===== config.mk =====
export PLATFORM = sky130hd
export DESIGN_NAME = qed_endian_datapath
export DESIGN_NICKNAME = d
export VERILOG_FILES = /design/src/rtl/qed_pkg.sv /design/src/rtl/qed_wr_packer.sv /design/src/rtl/qed_entry_fifo.sv /design/src/rtl/qed_lane_serializer.sv /design/src/rtl/qed_rd_assembler.sv /design/src/rtl/qed_endian_datapath.sv
export SDC_FILE = /design/constraint.sdc
export NUM_CORES = 1
export LEC_CHECK = 0
export CAP_MARGIN = 10
export CORE_MARGIN = 3
export CORE_UTILIZATION = 40
export CTS_CLUSTER_DIAMETER = 150
export DETAILED_ROUTE_END_ITERATION = 10
export SLEW_MARGIN = 0
export SYNTH_ARGS = -nofsm -noshare
export SYNTH_HDL_FRONTEND = slang
export SYNTH_SLANG_ARGS = --single-unit

===== constraint.sdc =====
create_clock -name clk -period 3.6 [get_ports clk]
set_clock_uncertainty 0.15 [all_clocks]
set_input_delay 0.54 -clock clk [delete_from_list [all_inputs] [get_ports clk]]
set_output_delay 0.54 -clock clk [all_outputs]
set_load 0.03 [all_outputs]

===== src/rtl/qed_pkg.sv =====
package qed_pkg;
   localparam int QED_BUS_W  = 32;
   localparam int QED_LANES  = 4;

   localparam logic [1:0] SZ_BYTE = 2'd0;
   localparam logic [1:0] SZ_HALF = 2'd1;
   localparam logic [1:0] SZ_WORD = 2'd2;

   localparam logic [1:0] LN_SINGLE = 2'd0;
   localparam logic [1:0] LN_DUAL   = 2'd1;

   typedef enum logic [1:0] {
      ORD_BE    = 2'd0,
      ORD_SWP16 = 2'd1,
      ORD_LE    = 2'd2
   } qed_order_e;

   typedef struct packed {
      logic [1:0]           size;
      logic [QED_BUS_W-1:0] data;
   } qed_entry_t;

   function automatic logic size_bad(input logic [1:0] size, input logic [1:0] off);
      case (size)
         SZ_BYTE: size_bad = 1'b0;
         SZ_HALF: size_bad = off[0];
         SZ_WORD: size_bad = (off != 2'd0);
         default: size_bad = 1'b1;
      endcase
   endfunction

   function automatic logic [QED_BUS_W-1:0] swap_in_width(input logic [QED_BUS_W-1:0] d,
                                                          input logic [1:0] size);
      case (size)
         SZ_HALF: swap_in_width = {16'h0, d[7:0], d[15:8]};
         SZ_WORD: swap_in_width = {d[7:0], d[15:8], d[23:16], d[31:24]};
         default: swap_in_width = {24'h0, d[7:0]};
      endcase
   endfunction

   function automatic logic [QED_BUS_W-1:0] order_bytes(input logic [3:0][7:0] b,
                                                        input logic [1:0] size,
                                                        input qed_order_e ord);
      logic [QED_BUS_W-1:0] r;
      r = '0;
      case (size)
         SZ_BYTE: r = {24'h0, b[0]};
         SZ_HALF: r = (ord == ORD_BE) ? {16'h0, b[0], b[1]} : {16'h0, b[1], b[0]};
         default: begin
            case (ord)
               ORD_SWP16: r = {b[1], b[0], b[3], b[2]};
               ORD_LE:    r = {b[3], b[2], b[1], b[0]};
               default:   r = {b[0], b[1], b[2], b[3]};
            endcase
         end
      endcase
      return r;
   endfunction
endpackage


===== src/rtl/qed_wr_packer.sv =====
module qed_wr_packer
   import qed_pkg::*;
#(
   parameter int DATA_W = 32
) (
   input  logic              clk,
   input  logic              rst_n,
   input  logic              cfg_mmap,
   input  logic              cfg_dyn,
   input  logic [1:0]        cfg_lanes,
   input  logic              wr_valid,
   input  logic [1:0]        wr_size,
   input  logic [1:0]        wr_off,
   input  logic [DATA_W-1:0] wr_data,
   input  logic              fifo_full,
   output logic              push,
   output qed_entry_t        push_entry,
   output logic              wr_err
);
   logic reject;
   logic dyn_act;

   always_comb begin
      dyn_act = cfg_mmap & cfg_dyn;
      reject  = size_bad(wr_size, wr_off) | (cfg_mmap & (cfg_lanes == LN_SINGLE));
      push    = wr_valid & ~fifo_full & ~reject;
      push_entry.size = wr_size;
      push_entry.data = dyn_act ? swap_in_width(wr_data, wr_size)
                                : swap_in_width(swap_in_width(wr_data, wr_size), wr_size);
   end

   always_ff @(posedge clk or negedge rst_n) begin
      if (!rst_n) wr_err <= 1'b0;
      else        wr_err <= wr_valid & reject;
   end
endmodule


===== src/rtl/qed_entry_fifo.sv =====
module qed_entry_fifo
   import qed_pkg::*;
#(
   parameter int DEPTH = 4
) (
   input  logic          clk,
   input  logic          rst_n,
   input  logic          push,
   input  qed_entry_t    push_entry,
   input  logic          pop,
   output qed_entry_t    head,
   output logic          empty,
   output logic          full,
   output logic [$clog2(DEPTH+1)-1:0] count
);
   localparam int PTR_W = (DEPTH > 1) ? $clog2(DEPTH) : 1;
   localparam int CNT_W = $clog2(DEPTH+1);

   qed_entry_t        mem [DEPTH];
   logic [PTR_W-1:0]  wp, rp;
   logic              do_push, do_pop;

   assign empty   = (count == '0);
   assign full    = (count == CNT_W'(DEPTH));
   assign do_push = push & ~full;
   assign do_pop  = pop & ~empty;
   assign head    = mem[rp];

   function automatic logic [PTR_W-1:0] nxt(input logic [PTR_W-1:0] p);
      return (p == PTR_W'(DEPTH-1)) ? '0 : p + 1'b1;
   endfunction

   always_ff @(posedge clk or negedge rst_n) begin
      if (!rst_n) begin
         wp    <= '0;
         rp    <= '0;
         count <= '0;
      end else begin
         if (do_push) wp <= nxt(wp);
         if (do_pop)  rp <= nxt(rp);
         if (do_push && !do_pop)      count <= count + 1'b1;
         else if (do_pop && !do_push) count <= count - 1'b1;
      end
   end

   always_ff @(posedge clk) begin
      if (do_push) mem[wp] <= push_entry;
   end
endmodule


===== src/rtl/qed_lane_serializer.sv =====
module qed_lane_serializer
   import qed_pkg::*;
#(
   parameter int DATA_W    = 32,
   parameter int LANES_MAX = 4
) (
   input  logic                 clk,
   input  logic                 rst_n,
   input  logic [1:0]           cfg_lanes,
   input  logic                 fifo_empty,
   input  qed_entry_t           head,
   output logic                 pop,
   output logic                 tx_valid,
   output logic [LANES_MAX-1:0] tx_dat
);
   localparam int CNT_W = $clog2(DATA_W+1);

   logic [DATA_W-1:0] sh;
   logic [CNT_W-1:0]  rem;
   logic [2:0]        lane_n;
   logic [1:0]        lane_log;
   logic [CNT_W-1:0]  bits;
   logic [DATA_W-1:0] load_val;

   always_comb begin
      case (cfg_lanes)
         LN_SINGLE: begin lane_n = 3'd1; lane_log = 2'd0; end
         LN_DUAL:   begin lane_n = 3'd2; lane_log = 2'd1; end
         default:   begin lane_n = 3'd4; lane_log = 2'd2; end
      endcase
      case (head.size)
         SZ_BYTE: bits = CNT_W'(8);
         SZ_HALF: bits = CNT_W'(16);
         default: bits = CNT_W'(DATA_W);
      endcase
      load_val = head.data << (CNT_W'(DATA_W) - bits);
      pop      = ~fifo_empty & (rem <= CNT_W'(1));
      tx_valid = (rem != '0);
   end

   always_ff @(posedge clk or negedge rst_n) begin
      if (!rst_n) begin
         sh  <= '0;
         rem <= '0;
      end else if (pop) begin
         sh  <= load_val;
         rem <= bits >> lane_log;
      end else if (rem != '0) begin
         sh  <= sh << lane_n;
         rem <= rem - 1'b1;
      end
   end

   for (genvar g = 0; g < LANES_MAX; g++) begin : g_lane
      always_comb begin
         tx_dat[g] = 1'b0;
         if (tx_valid && (g < int'(lane_n)))
            tx_dat[g] = sh[DATA_W - int'(lane_n) + g];
      end
   end
endmodule


===== src/rtl/qed_rd_assembler.sv =====
module qed_rd_assembler
   import qed_pkg::*;
#(
   parameter int DATA_W = 32
) (
   input  logic              clk,
   input  logic              rst_n,
   input  logic              cfg_mmap,
   input  logic              cfg_dyn,
   input  logic [1:0]        cfg_static,
   input  logic [1:0]        cfg_lanes,
   input  logic              rd_start,
   input  logic [1:0]        rd_size,
   input  logic [1:0]        rd_off,
   input  logic              rx_valid,
   input  logic [7:0]        rx_byte,
   output logic              rd_busy,
   output logic              rd_done,
   output logic [DATA_W-1:0] rd_data,
   output logic              rd_err,
   output logic [1:0]        size_lat
);
   logic [3:0][7:0] bytes_q;
   logic [1:0]      cnt;
   logic [1:0]      last_idx;
   qed_order_e      ord_q, ord_sel;
   logic            reject;

   always_comb begin
      if (!cfg_mmap)        ord_sel = ORD_BE;
      else if (cfg_dyn)     ord_sel = ORD_LE;
      else begin
         case (cfg_static)
            2'd1:    ord_sel = ORD_SWP16;
            2'd2:    ord_sel = ORD_LE;
            default: ord_sel = ORD_BE;
         endcase
      end
      reject  = size_bad(rd_size, rd_off) | (cfg_mmap & (cfg_lanes == LN_SINGLE));
      case (size_lat)
         SZ_BYTE: last_idx = 2'd0;
         SZ_HALF: last_idx = 2'd1;
         default: last_idx = 2'd3;
      endcase
      rd_data = order_bytes(bytes_q, size_lat, ord_q);
   end

   always_ff @(posedge clk or negedge rst_n) begin
      if (!rst_n) begin
         bytes_q  <= '0;
         cnt      <= '0;
         rd_busy  <= 1'b0;
         rd_done  <= 1'b0;
         rd_err   <= 1'b0;
         size_lat <= SZ_BYTE;
         ord_q    <= ORD_BE;
      end else begin
         rd_done <= 1'b0;
         rd_err  <= 1'b0;
         if (!rd_busy && rd_start) begin
            if (reject) begin
               rd_err <= 1'b1;
            end else begin
               rd_busy  <= 1'b1;
               size_lat <= rd_size;
               ord_q    <= ord_sel;
               bytes_q  <= '0;
               cnt      <= '0;
            end
         end else if (rd_busy && rx_valid) begin
            bytes_q[cnt] <= rx_byte;
            cnt          <= cnt + 1'b1;
            if (cnt == last_idx) begin
               rd_busy <= 1'b0;
               rd_done <= 1'b1;
            end
         end
      end
   end
endmodule


===== src/rtl/qed_endian_datapath.sv =====
module qed_endian_datapath
   import qed_pkg::*;
#(
   parameter int DATA_W     = 32,
   parameter int LANES_MAX  = 4,
   parameter int FIFO_DEPTH = 4
) (
   input  logic              clk,
   input  logic              rst_n,
   input  logic              cfg_mmap,
   input  logic              cfg_dyn,
   input  logic [1:0]        cfg_static,
   input  logic [1:0]        cfg_lanes,
   input  logic              wr_valid,
   input  logic [1:0]        wr_size,
   input  logic [1:0]        wr_off,
   input  logic [31:0]       wr_data,
   output logic              wr_ready,
   output logic              wr_err,
   output logic              tx_valid,
   output logic [3:0]        tx_dat,
   input  logic              rd_start,
   input  logic [1:0]        rd_size,
   input  logic [1:0]        rd_off,
   input  logic              rx_valid,
   input  logic [7:0]        rx_byte,
   output logic              rd_busy,
   output logic              rd_done,
   output logic [31:0]       rd_data,
   output logic              rd_err
);
   localparam int CNT_W = $clog2(FIFO_DEPTH+1);

   if (DATA_W != QED_BUS_W) begin : g_bad_width
      $error("qed_endian_datapath: DATA_W must equal the 32-bit bus width");
   end
   if (LANES_MAX != QED_LANES) begin : g_bad_lanes
      $error("qed_endian_datapath: LANES_MAX must be 4");
   end
   if (FIFO_DEPTH < 2) begin : g_bad_depth
      $error("qed_endian_datapath: FIFO_DEPTH must be at least 2");
   end

   logic             push, pop, fifo_empty, fifo_full;
   qed_entry_t       push_entry, head;
   logic [CNT_W-1:0] fifo_count;
   logic [1:0]       rd_size_lat;

   assign wr_ready = ~fifo_full;

   qed_wr_packer #(.DATA_W(DATA_W)) packer_i (
      .clk(clk), .rst_n(rst_n), .cfg_mmap(cfg_mmap), .cfg_dyn(cfg_dyn),
      .cfg_lanes(cfg_lanes), .wr_valid(wr_valid), .wr_size(wr_size),
      .wr_off(wr_off), .wr_data(wr_data), .fifo_full(fifo_full),
      .push(push), .push_entry(push_entry), .wr_err(wr_err)
   );

   qed_entry_fifo #(.DEPTH(FIFO_DEPTH)) fifo_i (
      .clk(clk), .rst_n(rst_n), .push(push), .push_entry(push_entry),
      .pop(pop), .head(head), .empty(fifo_empty), .full(fifo_full),
      .count(fifo_count)
   );

   qed_lane_serializer #(.DATA_W(DATA_W), .LANES_MAX(LANES_MAX)) ser_i (
      .clk(clk), .rst_n(rst_n), .cfg_lanes(cfg_lanes), .fifo_empty(fifo_empty),
      .head(head), .pop(pop), .tx_valid(tx_valid), .tx_dat(tx_dat)
   );

   qed_rd_assembler #(.DATA_W(DATA_W)) asm_i (
      .clk(clk), .rst_n(rst_n), .cfg_mmap(cfg_mmap), .cfg_dyn(cfg_dyn),
      .cfg_static(cfg_static), .cfg_lanes(cfg_lanes), .rd_start(rd_start),
      .rd_size(rd_size), .rd_off(rd_off), .rx_valid(rx_valid), .rx_byte(rx_byte),
      .rd_busy(rd_busy), .rd_done(rd_done), .rd_data(rd_data), .rd_err(rd_err),
      .size_lat(rd_size_lat)
   );
endmodule


==> results of run 1 <==
## critical path: stages (launching register included)
cell	delay, ns
dfrtp_1	0.38
inv_1	0.11
ha_1	0.17
buf_4	0.34
a22oi_1	0.15
nand2_1	0.09
o211ai_1	0.08
o21ai_0	0.17
clkdlybuf4s50_1	0.74
## metal layers
metal  GRT usage [%]  vias up  wire length, um
met5               0        -                0
met4            3.84        0              484
met3            2.35       39             1770
met2            30.2      272            14900
met1            29.2     4623            15500
li1                -     4451                -
## path summary, 6_finish.rpt
kind / end / slack (ns) / depth (start not counted)
setup reg to reg: ser_i.sh[21] / 0.61 / 9
min in group asynchronous: asm_i.rd_busy / 0.48 / 2
setup / recovery: rd_data[14] / 0.15 / 8
hold / removal: ser_i.rem[5] / 0.39 / 1
max in group asynchronous: ser_i.sh[11] / 2.13 / 3
hold reg to reg: ser_i.rem[5] / 0.39 / 1
## cells by family (layout without fill, tap and decap cells)
family | after synthesis | count (layout) | share of synthesized area [%]
multiplexers | 162 | 162 | 17.3
AND/OR/NAND/NOR | 281 | 281 | 9.77
XOR/XNOR | 6 | 6 | 0.417
AO/OA/AOI/OAI | 322 | 322 | 16.9
adder cells (fa/ha/maj) | 25 | 25 | 2.54
flip-flops | 223 | 223 | 49.6
buffers and inverters | 111 | 209 | 3.42
## report_power, final
group | internal (uW) | switching [uW]
Combinational | 2240 | 2900
Sequential | 3300 | 592
Clock | 1410 | 967
Total | 6950 | 4460
## per-stage QoR
stage | util (%) | instances | area [sq um]
after floorplan | - | 1130 | 12600
after global placement | 46.1 | 1581 | 14200
after detailed placement | 46.1 | 1581 | 14200
after CTS | 48.6 | 1624 | 15000
after global routing | 48.6 | 1624 | 15000
final | 48.6 | 1624 | 15000
## registers in the layout (all words and copies together), names as in the netlist
| signal | count |
|---|---|
| asm_i.cnt | 2 |
| asm_i.size_lat | 2 |
| packer_i.wr_err | 1 |
| asm_i.bytes_q | 32 |
| asm_i.rd_done | 1 |
| fifo_i.wp | 2 |
| asm_i.rd_err | 1 |
| fifo_i.count | 3 |
| ser_i.sh | 32 |
| asm_i.rd_busy | 1 |
| fifo_i.mem | 136 |
| asm_i.ord_q | 2 |
| fifo_i.rp | 2 |
| ser_i.rem | 6 |
## Yosys cell counts (2+ instances only)
cell | instances | share of area (%)
o221ai_1 | 3 | 0.21
xnor2_1 | 4 | 0.28
o31ai_1 | 5 | 0.30
dfrtp_1 | 87 | 17
o211ai_1 | 18 | 1.1
clkbuf_1 | 63 | 1.9
xor2_1 | 2 | 0.14
a21oi_1 | 32 | 1.3
nand2b_1 | 7 | 0.35
ha_1 | 24 | 2.4
mux4_2 | 39 | 7.0
buf_1 | 16 | 0.48
nor2b_1 | 11 | 0.55
buf_2 | 9 | 0.36
and3_1 | 8 | 0.40
a222oi_1 | 8 | 0.63
a221oi_1 | 2 | 0.14
o21ai_1 | 7 | 0.28
nor2_2 | 2 | 0.099
nand2_1 | 180 | 5.4
a311oi_1 | 8 | 0.56
mux2_2 | 56 | 5.0
a211oi_1 | 11 | 0.65
or3_1 | 3 | 0.15
o211a_1 | 16 | 1.3
a21o_1 | 19 | 1.1
nand3_1 | 8 | 0.32
a31oi_1 | 11 | 0.55
mux2i_1 | 67 | 5.3
and2_1 | 6 | 0.30
inv_1 | 21 | 0.63
o32ai_1 | 2 | 0.14
nor2_1 | 37 | 1.1
a2bb2oi_1 | 4 | 0.28
a22oi_1 | 62 | 3.7
edfxtp_1 | 136 | 32
nor3_1 | 9 | 0.36
o21ai_0 | 102 | 4.0
o22ai_1 | 8 | 0.40
## cell usage in the layout, fill, tap and decap left out, types with 7 or more instances in the layout
master	instances
nand2_1	180
edfxtp_1	136
o21ai_0	102
clkdlybuf4s50_1	95
dfrtp_1	86
mux2i_1	67
a22oi_1	62
mux2_2	56
mux4_2	39
buf_4	39
nor2_1	37
a21oi_1	32
clkbuf_16	25
ha_1	23
inv_1	21
a21o_1	19
o211ai_1	18
o211a_1	16
nor2b_1	11
a31oi_1	11
a211oi_1	11
buf_12	10
nor3_1	9
nand3_1	8
and3_1	8
a222oi_1	8
a311oi_1	8
o22ai_1	8
nand2b_1	7
o21ai_1	7
## repair_timing
action | 4_1_cts | 5_1_grt
gates resized for setup | 0 | 0
endpoints found under the hold margin | 51 | 0
hold buffers | 1 | 0
## area by class of cell
type | instances | area [sq um]
repair buffers | 145 | 1450
well taps | 396 | 495
fillers | 2752 | 15800
clock buffers | 29 | 641
inverters | 22 | 82.6
clock inverters | 13 | 121
flip-flops and latches | 223 | 6260
multi-input cells | 796 | 5930
==> qor.yml, run 1 <==
status: "finished, final reports clean"
grt_usage_pct: 19.3
slew-limit-headroom_pct: 48.1
finalSetupTns_ns: 0
root_buffer: "clkbuf_16"
cts_tree: "yes"
min_from: "ser_i.rem[5]"
synth_warnings: 0
p_total_uw: 11400
area_growth_pct: 18.8
synth-edff-count: 136
async_reset_ff_share_pct: 39.0
maxCapViolCount: 0
setup_slack_ns: 0.151
final-max-slew-violation-count: 0
vias_per_cell: 5.78
grt_start_max_net_pins: 65
tightest_slew_ns: 0.777
yosysUniqueCellTypes: 56
powerDensity_nw_per_um2: 761
holdWs_ns: 0.385
numCtsBuffers: 24
initial_core_util_pct: 40.9
ant_nets: 0
finalCritPeriodShare_pct: 95.8
grt-ovfl-total: 0
crit_start: "asm_i.ord_q[0]"
crit_arrival_ns: 2.76
die-area_sq_um: 33700
cp.required_ns: 2.91
endpoint_kind: "output port"
cts_setup_buffers: 0
min_path_type: "flip-flop to flip-flop"
drc: 0
syn_nets: 1214
drt-initial-drc-count: 844
die_h_um: 184
grt_pass1_vias: 9079
p_leak_uw: 0.00585
grt_pass1_wl_um: 52200
globalplace.congestion: 0.822
crit_type: "flip-flop to output port"
cts_max_level: 1
vias: 9385
clkLatencyLatePin_ns: 0.52
syn_area_sq_um: 12600
dr.pass1.iters: 5
row_count: 64
core-area_sq_um: 30800
path_max_fanout: 32
fmax_mhz: 290
synth-seq-cells: 223
fp.dieW_um: 184
drive_gt1_share_pct: 15.3
drt-total-wl_um: 32700
finalSetupViolCount: 0
ioPinCount: 101
final_hold_viol_count: 0
period_needed_ns: 3.45
synth_ff_type: "edfxtp_1"
nNetsFinal: 1296
place_ws_ns: 0.210
r2r-start: "fifo_i.rp[0]"
hpwl_um: 22500
rsz0062_at_grt: "no"
antennaDiodeCount: 0
port_buffers: 100
ys_seq_area_share_pct: 49.6
antenna_found_initial: 0
cp-start-kind: "flip-flop"
cts.sinks: 223
cts_buffer_depth: 3
wl_per_cell_um: 20.1
synth_cells: 1130
path_clk_slew_ns: 0.06
ir_drop_v: 0.000406
synth_area_per_cell_sq_um: 11.2
(Power assumes the default switching activity.)
==> inputs of run 2 (changes only) <==
--- a/config.mk
+++ b/config.mk
@@ -6,11 +6,12 @@
 export NUM_CORES = 1
 export LEC_CHECK = 0
 export CAP_MARGIN = 10
-export CORE_MARGIN = 3
+export CORE_MARGIN = 2
 export CORE_UTILIZATION = 40
 export CTS_CLUSTER_DIAMETER = 150
 export DETAILED_ROUTE_END_ITERATION = 10
 export SLEW_MARGIN = 0
 export SYNTH_ARGS = -nofsm -noshare
 export SYNTH_HDL_FRONTEND = slang
+export SYNTH_HIERARCHICAL = 1
 export SYNTH_SLANG_ARGS = --single-unit
==> run 2 against run 1 <==
Against the previous run: worst setup slack better by 0.029 ns; synthesized cell count is 0.18% lower; utilization is 0.67 points lower; maximum frequency is 0.84% higher; global-route usage is 0.93 points higher; via count is 5.3% higher; largest cell class is now multi-input gates; hold slack worse by 0.0040 ns; non-clock buffer count is 12 higher; die area is 3.2% higher; power is 17% higher.
==> qor.yml, run 2 <==
crit_path_top_delay_cell: "clkdlybuf4s50_1"  # unchanged
final_hold_viol_count: 0  # unchanged
cp-start-kind: "flip-flop"  # unchanged
root_buffer: "clkbuf_16"  # unchanged
powerDensity_nw_per_um2: 849  # was 761 nW/um^2
drt-initial-drc-count: 980  # was 844
min_to: "fifo_i/count[2]"  # was ser_i.rem[5]
synth-xor-area-share_pct: 0.657  # was 0.417%
wl_per_cell_um: 21.3  # was 20.1 um
regToRegSetupSlack_ns: 0.38  # was 0.61 ns
design_area_sq_um: 15700  # was 15000 sq um
antenna_found_initial: 0  # unchanged
die_h_um: 186  # was 184 um
cts_setup_buffers: 0  # unchanged
ys_top_cells_by_area: "edfxtp_1, dfrtp_1, mux4_2"  # unchanged
cts_buffer_depth: 3  # unchanged
syn_nets: 1211  # was 1214
grt_pass1_wl_um: 56700  # was 52200 um
ioPinCount: 101  # unchanged
r2r_cells: 8  # was 9
top_regs: "fifo_i/mem: 136 flops, asm_i/bytes_q: 32 flops, ser_i/sh: 32 flops"  # was fifo_i.mem: 136 flops, asm_i.bytes_q: 32 flops, ser_i.sh: 32 flops
grt_pass1_vias: 9760  # was 9079
critPathBufInv: 3  # unchanged
p_total_uw: 13300  # was 11400 uW
vias: 9886  # was 9385
cp_cell_sequence: "inv_1 -> ha_1 -> buf_4 -> a22oi_1 -> a21oi_1 -> o2bb2ai_1 -> clkdlybuf4s50_1"  # was inv_1 -> ha_1 -> buf_4 -> a22oi_1 -> nand2_1 -> o211ai_1 -> o21ai_0 -> clkdlybuf4s50_1
drt-total-wl_um: 35600  # was 32700 um
holdWs_ns: 0.381  # was 0.385 ns
synth-edff-count: 136  # unchanged
rsz0062_at_grt: "no"  # unchanged
path_delay_family: "buffers and inverters"  # unchanged
finalSetupViolCount: 0  # unchanged
crit_type: "flip-flop to output port"  # unchanged
yosysUniqueCellTypes: 90  # was 56
synth_top_family_by_area: "compound AO/OA/AOI/OAI gates"  # was multiplexers
synth_area_per_cell_sq_um: 11.8  # was 11.2 sq um
hpwl_um: 24500  # was 22500 um
synthAdderAreaFrac_pct: 2.31  # was 2.54%
fmax_mhz: 292  # was 290 MHz
clkLatencyLatePin_ns: 0.54  # was 0.52 ns
crit_arrival_ns: 2.73  # was 2.76 ns
port_buffers: 100  # unchanged
nNetsFinal: 1292  # was 1296
grt_start_max_net_pins: 56  # was 65
synth_warnings: 6  # was 0
drc: 0  # unchanged
final_cell_mix: "edfxtp_1, nand2_1, clkdlybuf4s50_1, dfrtp_1, o21ai_0"  # was nand2_1, edfxtp_1, o21ai_0, clkdlybuf4s50_1, dfrtp_1
ys_seq_area_share_pct: 47.0  # was 49.6%
final-max-slew-violation-count: 0  # unchanged
stdcell_count: 1669  # was 1624
area_growth_pct: 17.7  # was 18.8%
whs_path_depth: 1  # unchanged
dr.pass1.iters: 5  # unchanged
row_count: 66  # was 64
fp.dieW_um: 186  # was 184 um
synth-compound-area-share_pct: 18.4  # was 16.9%
synth_cells: 1128  # was 1130
r2r-start: "fifo_i/rp[0]"  # was fifo_i.rp[0]
status: "finished, final reports clean"  # unchanged
min_path_type: "flip-flop to flip-flop"  # unchanged
synth_common_cells: "edfxtp_1, nand2_1, dfrtp_1"  # was nand2_1, edfxtp_1, o21ai_0
synth_top_cell_area_share_pct: 30.7  # was 32.4%
yosysMostFrequentCell: "edfxtp_1"  # was nand2_1
placed_cells: 1624  # was 1581
path_clk_slew_ns: 0.06  # about the same
ir_drop_v: 0.000375  # was 0.000406 V
yosys.area_share.simple_pct: 10.3  # was 9.77%
async_reset_ff_share_pct: 39.0  # unchanged
min_from: "fifo_i/count[2]"  # was ser_i.rem[5]
met1_length_um: 15700  # was 15500 um
finalCritPeriodShare_pct: 95.0  # was 95.8%
initial_core_util_pct: 40.7  # was 40.9%
final_common_cell: "edfxtp_1"  # was nand2_1
core-area_sq_um: 32700  # was 30800 sq um
max_stage_delay_ns: 0.71  # was 0.74 ns
synth_top_area_cell: "edfxtp_1"  # unchanged
period_needed_ns: 3.42  # was 3.45 ns
endpoint_kind: "output port"  # unchanged
numCtsBuffers: 24  # unchanged
cts.sinks: 223  # unchanged
top_register: "fifo_i/mem"  # was fifo_i.mem
globalplace.congestion: 0.828  # was 0.822
path_max_fanout: 32  # unchanged
maxCapViolCount: 0  # unchanged
cts_tree: "yes"  # unchanged
ant_nets: 0  # unchanged
grt-ovfl-total: 0  # unchanged
cp.required_ns: 2.91  # about the same
p_leak_uw: 0.00586  # was 0.00585 uW
r2r_end: "ser_i/sh[19]"  # was ser_i.sh[21]
finalSetupTns_ns: 0  # unchanged
synthMuxAreaShare_pct: 16.2  # was 17.3%
slew-limit-headroom_pct: 41.2  # was 48.1%
antennaDiodeCount: 0  # unchanged
syn_area_sq_um: 13300  # was 12600 sq um
drive_gt1_share_pct: 20.9  # was 15.3%
fillers: 3031  # was 2752
vias_per_cell: 5.92  # was 5.78
maxUsedRoutingLayer: "met4"  # unchanged
grt_usage_pct: 20.2  # was 19.3%
wl_met3_um: 2170  # was 1770 um
dpl_cell_area_sq_um: 14800  # was 14200 sq um
largest_register_ffs: 136  # unchanged
synth_ff_type: "edfxtp_1"  # unchanged
tightest_slew_ns: 0.876  # was 0.777 ns
wl_met2_um: 16800  # was 14900 um
synth-seq-cells: 223  # unchanged
cts_max_level: 1  # unchanged
die-area_sq_um: 34800  # was 33700 sq um
[run 2: cell count changes after synthesis, sizes merged, moves of 15 or more]
cell,delta
buf,+41
mux2,-15
a21o,-17
clkbuf,-28
mux2i,-21
o21ai,-21
mux4,+15
a22o,+15
nand2,-62
[run 2: worst max-delay path by stage]
stage,end,startpoint,cells past startpoint
global placement,tx_dat[0],cfg_lanes[1],10
finish,rd_data[15],asm_i/ord_q[0],7
floorplan,tx_dat[0],cfg_lanes[0],11
detailed placement,tx_dat[0],cfg_lanes[1],10
global route,rd_data[2],asm_i/ord_q[1],7
CTS,rd_data[14],asm_i/ord_q[0],7
[run 2: what timing repair did]
item	4_1_cts	5_1_grt
gates resized for setup	2	6
hold buffers	1	0
pin swaps	0	1
hold endpoints to repair	35	0
endpoints found under the setup margin	1	11
[run 2: layout make-up]
type	count	area, sq um	area share (%)
multi-input cells	782	6450	41.1
flip-flops and latches	223	6260	40.0
repair buffers	157	1520	9.69
clock buffers	31	667	4.25
well taps	442	553	3.53
clock inverters	13	148	0.942
inverters	21	80.1	0.511
[run 2: stage by stage]
step	util (%)	worst slack (ns)
2_1_floorplan	-	0.0230
3_3_place_gp	45.3	0.00918
3_5_place_dp	45.3	-0.0646
4_1_cts	47.9	0.0136
5_1_grt	47.9	0.0329
6_report	47.9	0.179
[run 2: where the power goes]
| part | internal (uW) | switching [uW] |
|---|---|---|
| Combinational | 2940 | 3900 |
| Sequential | 3320 | 655 |
| Clock | 1470 | 1030 |
| Total | 7720 | 5590 |
[run 2: cell families after synthesis]
family,Yosys count
compound gates,337
xor+xnor,10
fa+ha+maj,24
buf+inv,123
flops,223
mux,141
simple gates,270
[run 2: per-layer routing]
layer | up-vias | GRT usage, %
met5 | - | 0
met4 | 0 | 5.49
met3 | 60 | 3.40
met2 | 330 | 32.7
met1 | 4944 | 28.3
li1 | 4552 | -
==> inputs of run 3 (changes only) <==
--- a/config.mk
+++ b/config.mk
@@ -10,6 +10,7 @@
 export CORE_UTILIZATION = 40
 export CTS_CLUSTER_DIAMETER = 150
 export DETAILED_ROUTE_END_ITERATION = 10
+export MAX_ROUTING_LAYER = met4
 export SLEW_MARGIN = 0
 export SYNTH_ARGS = -nofsm -noshare
 export SYNTH_HDL_FRONTEND = slang
==> run 3 against run 2 <==
Against the previous run: maximum frequency shrank 0.45%; hold slack lost 0.00073 ns; sequential share of layout area is the same; power is essentially flat; critical path type unchanged.
==> qor.yml, run 3 (synthesis gave the netlist of run 2 again) <==
drive_gt1_share_pct: 20.9  # unchanged
final_hold_viol_count: 0  # unchanged
rsz0062_at_grt: "no"  # unchanged
antenna_found_initial: 0  # unchanged
cp-start-kind: "flip-flop"  # unchanged
min_path_type: "flip-flop to flip-flop"  # unchanged
slew-limit-headroom_pct: 38.0  # was 41.2%
pwr-share-clk_pct: 18.7  # about the same
use_met1_pct: 28.5  # was 28.3%
antennaDiodeCount: 0  # unchanged
tightest_slew_ns: 0.924  # was 0.876 ns
dpl_cell_area_sq_um: 14800  # unchanged
p_seq_share_pct: 29.9  # about the same
fp.dieW_um: 186  # unchanged
ir_drop_v: 0.000375  # about the same
grt-ovfl-total: 0  # unchanged
crit_path_top_delay_cell: "clkdlybuf4s50_1"  # unchanged
grt_start_max_net_pins: 56  # unchanged
endpoint_kind: "output port"  # unchanged
placed_cells: 1624  # unchanged
largest_register_ffs: 136  # unchanged
cts_max_level: 1  # unchanged
drc: 0  # unchanged
finalCritPeriodShare_pct: 95.4  # was 95.0%
cp_cell_sequence: "inv_1 -> ha_1 -> buf_4 -> a22o_1 -> mux2i_1 -> a21oi_1 -> clkdlybuf4s50_1"  # was inv_1 -> ha_1 -> buf_4 -> a22oi_1 -> a21oi_1 -> o2bb2ai_1 -> clkdlybuf4s50_1
max_stage_delay_ns: 0.72  # was 0.71 ns
cts_tree: "yes"  # unchanged
vias_per_cell: 5.98  # was 5.92
p_leak_uw: 0.00586  # unchanged
drt-initial-drc-count: 851  # was 980
path_max_fanout: 32  # unchanged
maxCapViolCount: 0  # unchanged
power.net_switching_uw: 5580  # was 5590 uW
dr.pass1.iters: 5  # unchanged
cp.required_ns: 2.91  # about the same
top_regs: "fifo_i/mem: 136 flops, asm_i/bytes_q: 32 flops, ser_i/sh: 32 flops"  # unchanged
period_needed_ns: 3.44  # was 3.42 ns
clkLatencyLatePin_ns: 0.54  # about the same
globalplace.congestion: 0.840  # was 0.828
area_growth_pct: 17.7  # unchanged
setup_slack_ns: 0.164  # was 0.179 ns
p_int_uw: 7720  # about the same
cts_buffer_depth: 3  # unchanged
root_buffer: "clkbuf_16"  # unchanged
grt_pass1_vias: 9758  # was 9760
ant_nets: 0  # unchanged
powerDensity_nw_per_um2: 849  # about the same
wl_per_cell_um: 21.3  # about the same
core-area_sq_um: 32700  # unchanged
grt_busiest_layer: "met2"  # unchanged
cts.sinks: 223  # unchanged
stdcell_count: 1669  # unchanged
crit_type: "flip-flop to output port"  # unchanged
ioPinCount: 101  # unchanged
nNetsFinal: 1292  # unchanged
grt_use_met2_pct: 32.7  # about the same
final_util_pct: 47.9  # unchanged
regToRegSetupSlack_ns: 0.37  # was 0.38 ns
status: "finished, final reports clean"  # unchanged
final_common_cell: "edfxtp_1"  # unchanged
top_register: "fifo_i/mem"  # unchanged
combPwrFrac_pct: 51.4  # about the same
final_cell_mix: "edfxtp_1, nand2_1, clkdlybuf4s50_1, dfrtp_1, o21ai_0"  # unchanged
finalSetupViolCount: 0  # unchanged
hpwl_um: 24500  # unchanged
path_clk_slew_ns: 0.06  # about the same
final-max-slew-violation-count: 0  # unchanged
port_buffers: 100  # unchanged
design_area_sq_um: 15700  # unchanged
cts_setup_buffers: 0  # unchanged
vias: 9980  # was 9886
drt-total-wl_um: 35600  # about the same
die_h_um: 186  # unchanged
grt_usage_pct: 20.9  # was 20.2%
row_count: 66  # unchanged
crit_arrival_ns: 2.75  # was 2.73 ns
fmax_mhz: 291  # was 292 MHz
die-area_sq_um: 34800  # unchanged
numCtsBuffers: 24  # unchanged
grtUsageMet3_pct: 3.18  # was 3.40%
grt_pass1_wl_um: 56700  # about the same
initial_core_util_pct: 40.7  # unchanged
place_ws_ns: -0.0646  # unchanged
sw_frac_of_total_pct: 42.0  # about the same
-- run 3: cell counts in the layout (fill, tap and decap cells not counted) --
No cell type changed its count.
-- run 3: power groups by stage --
stage                     sequential (uW)  clock, uW  combinational (uW)
after global placement               4000          0                6700
after global routing                 4060       2660                7390
after floorplan                      3770          0                4840
final                                3970       2490                6840
after CTS                            3960       2540                6810
after detailed placement             4000          0                6780
-- run 3: area by class of cell --
class / count / area [sq um]
inverters: 21 / 80.1
multi-input cells: 782 / 6450
flip-flops and latches: 223 / 6260
clock buffers: 31 / 667
clock inverters: 13 / 148
repair buffers: 157 / 1520
well taps: 442 / 553
fillers: 3031 / 17000
-- run 3: path summary, 6_finish.rpt --
check	cells after the start	end	start
hold / removal	1	fifo_i/count[2]	fifo_i/count[2]
hold reg to reg	1	fifo_i/count[2]	fifo_i/count[2]
setup / recovery	7	rd_data[2]	asm_i/ord_q[1]
max in group asynchronous	3	asm_i/bytes_q[13]	rst_n
setup reg to reg	8	ser_i/sh[19]	fifo_i/rp[0]
min in group asynchronous	2	ser_i/sh[5]	rst_n
-- run 3: through the flow --
step,hold slack (ns),setup TNS [ns],power (uW)
floorplan,0.0944,0,8610
global placement,0.375,0,10700
detailed placement,0.375,-0.0646,10800
CTS,0.383,0,13300
global route,0.413,0,14100
finish,0.381,0,13300
-- run 3: what timing repair did --
| item | CTS | global route |
|---|---|---|
| pin swaps | 0 | 1 |
| gates resized for setup | 2 | 6 |
| setup endpoints to repair | 1 | 11 |
| hold endpoints to repair | 35 | 0 |
| hold buffers | 1 | 0 |
-- run 3: per-layer routing --
layer	up-vias	share of wire, %
met5	-	0
met4	0	2.5
met3	57	5.8
met2	356	47
met1	5002	44
li1	4565	-
-- run 3: critical path: cells and delay by family, from the launching register on --
kind	cells	cell delay [ns]
buffers and inverters	3	1.18
AOI/OAI and AO/OA	2	0.43
DFF	1	0.37
adders and majority gates	1	0.17
muxes	1	0.07
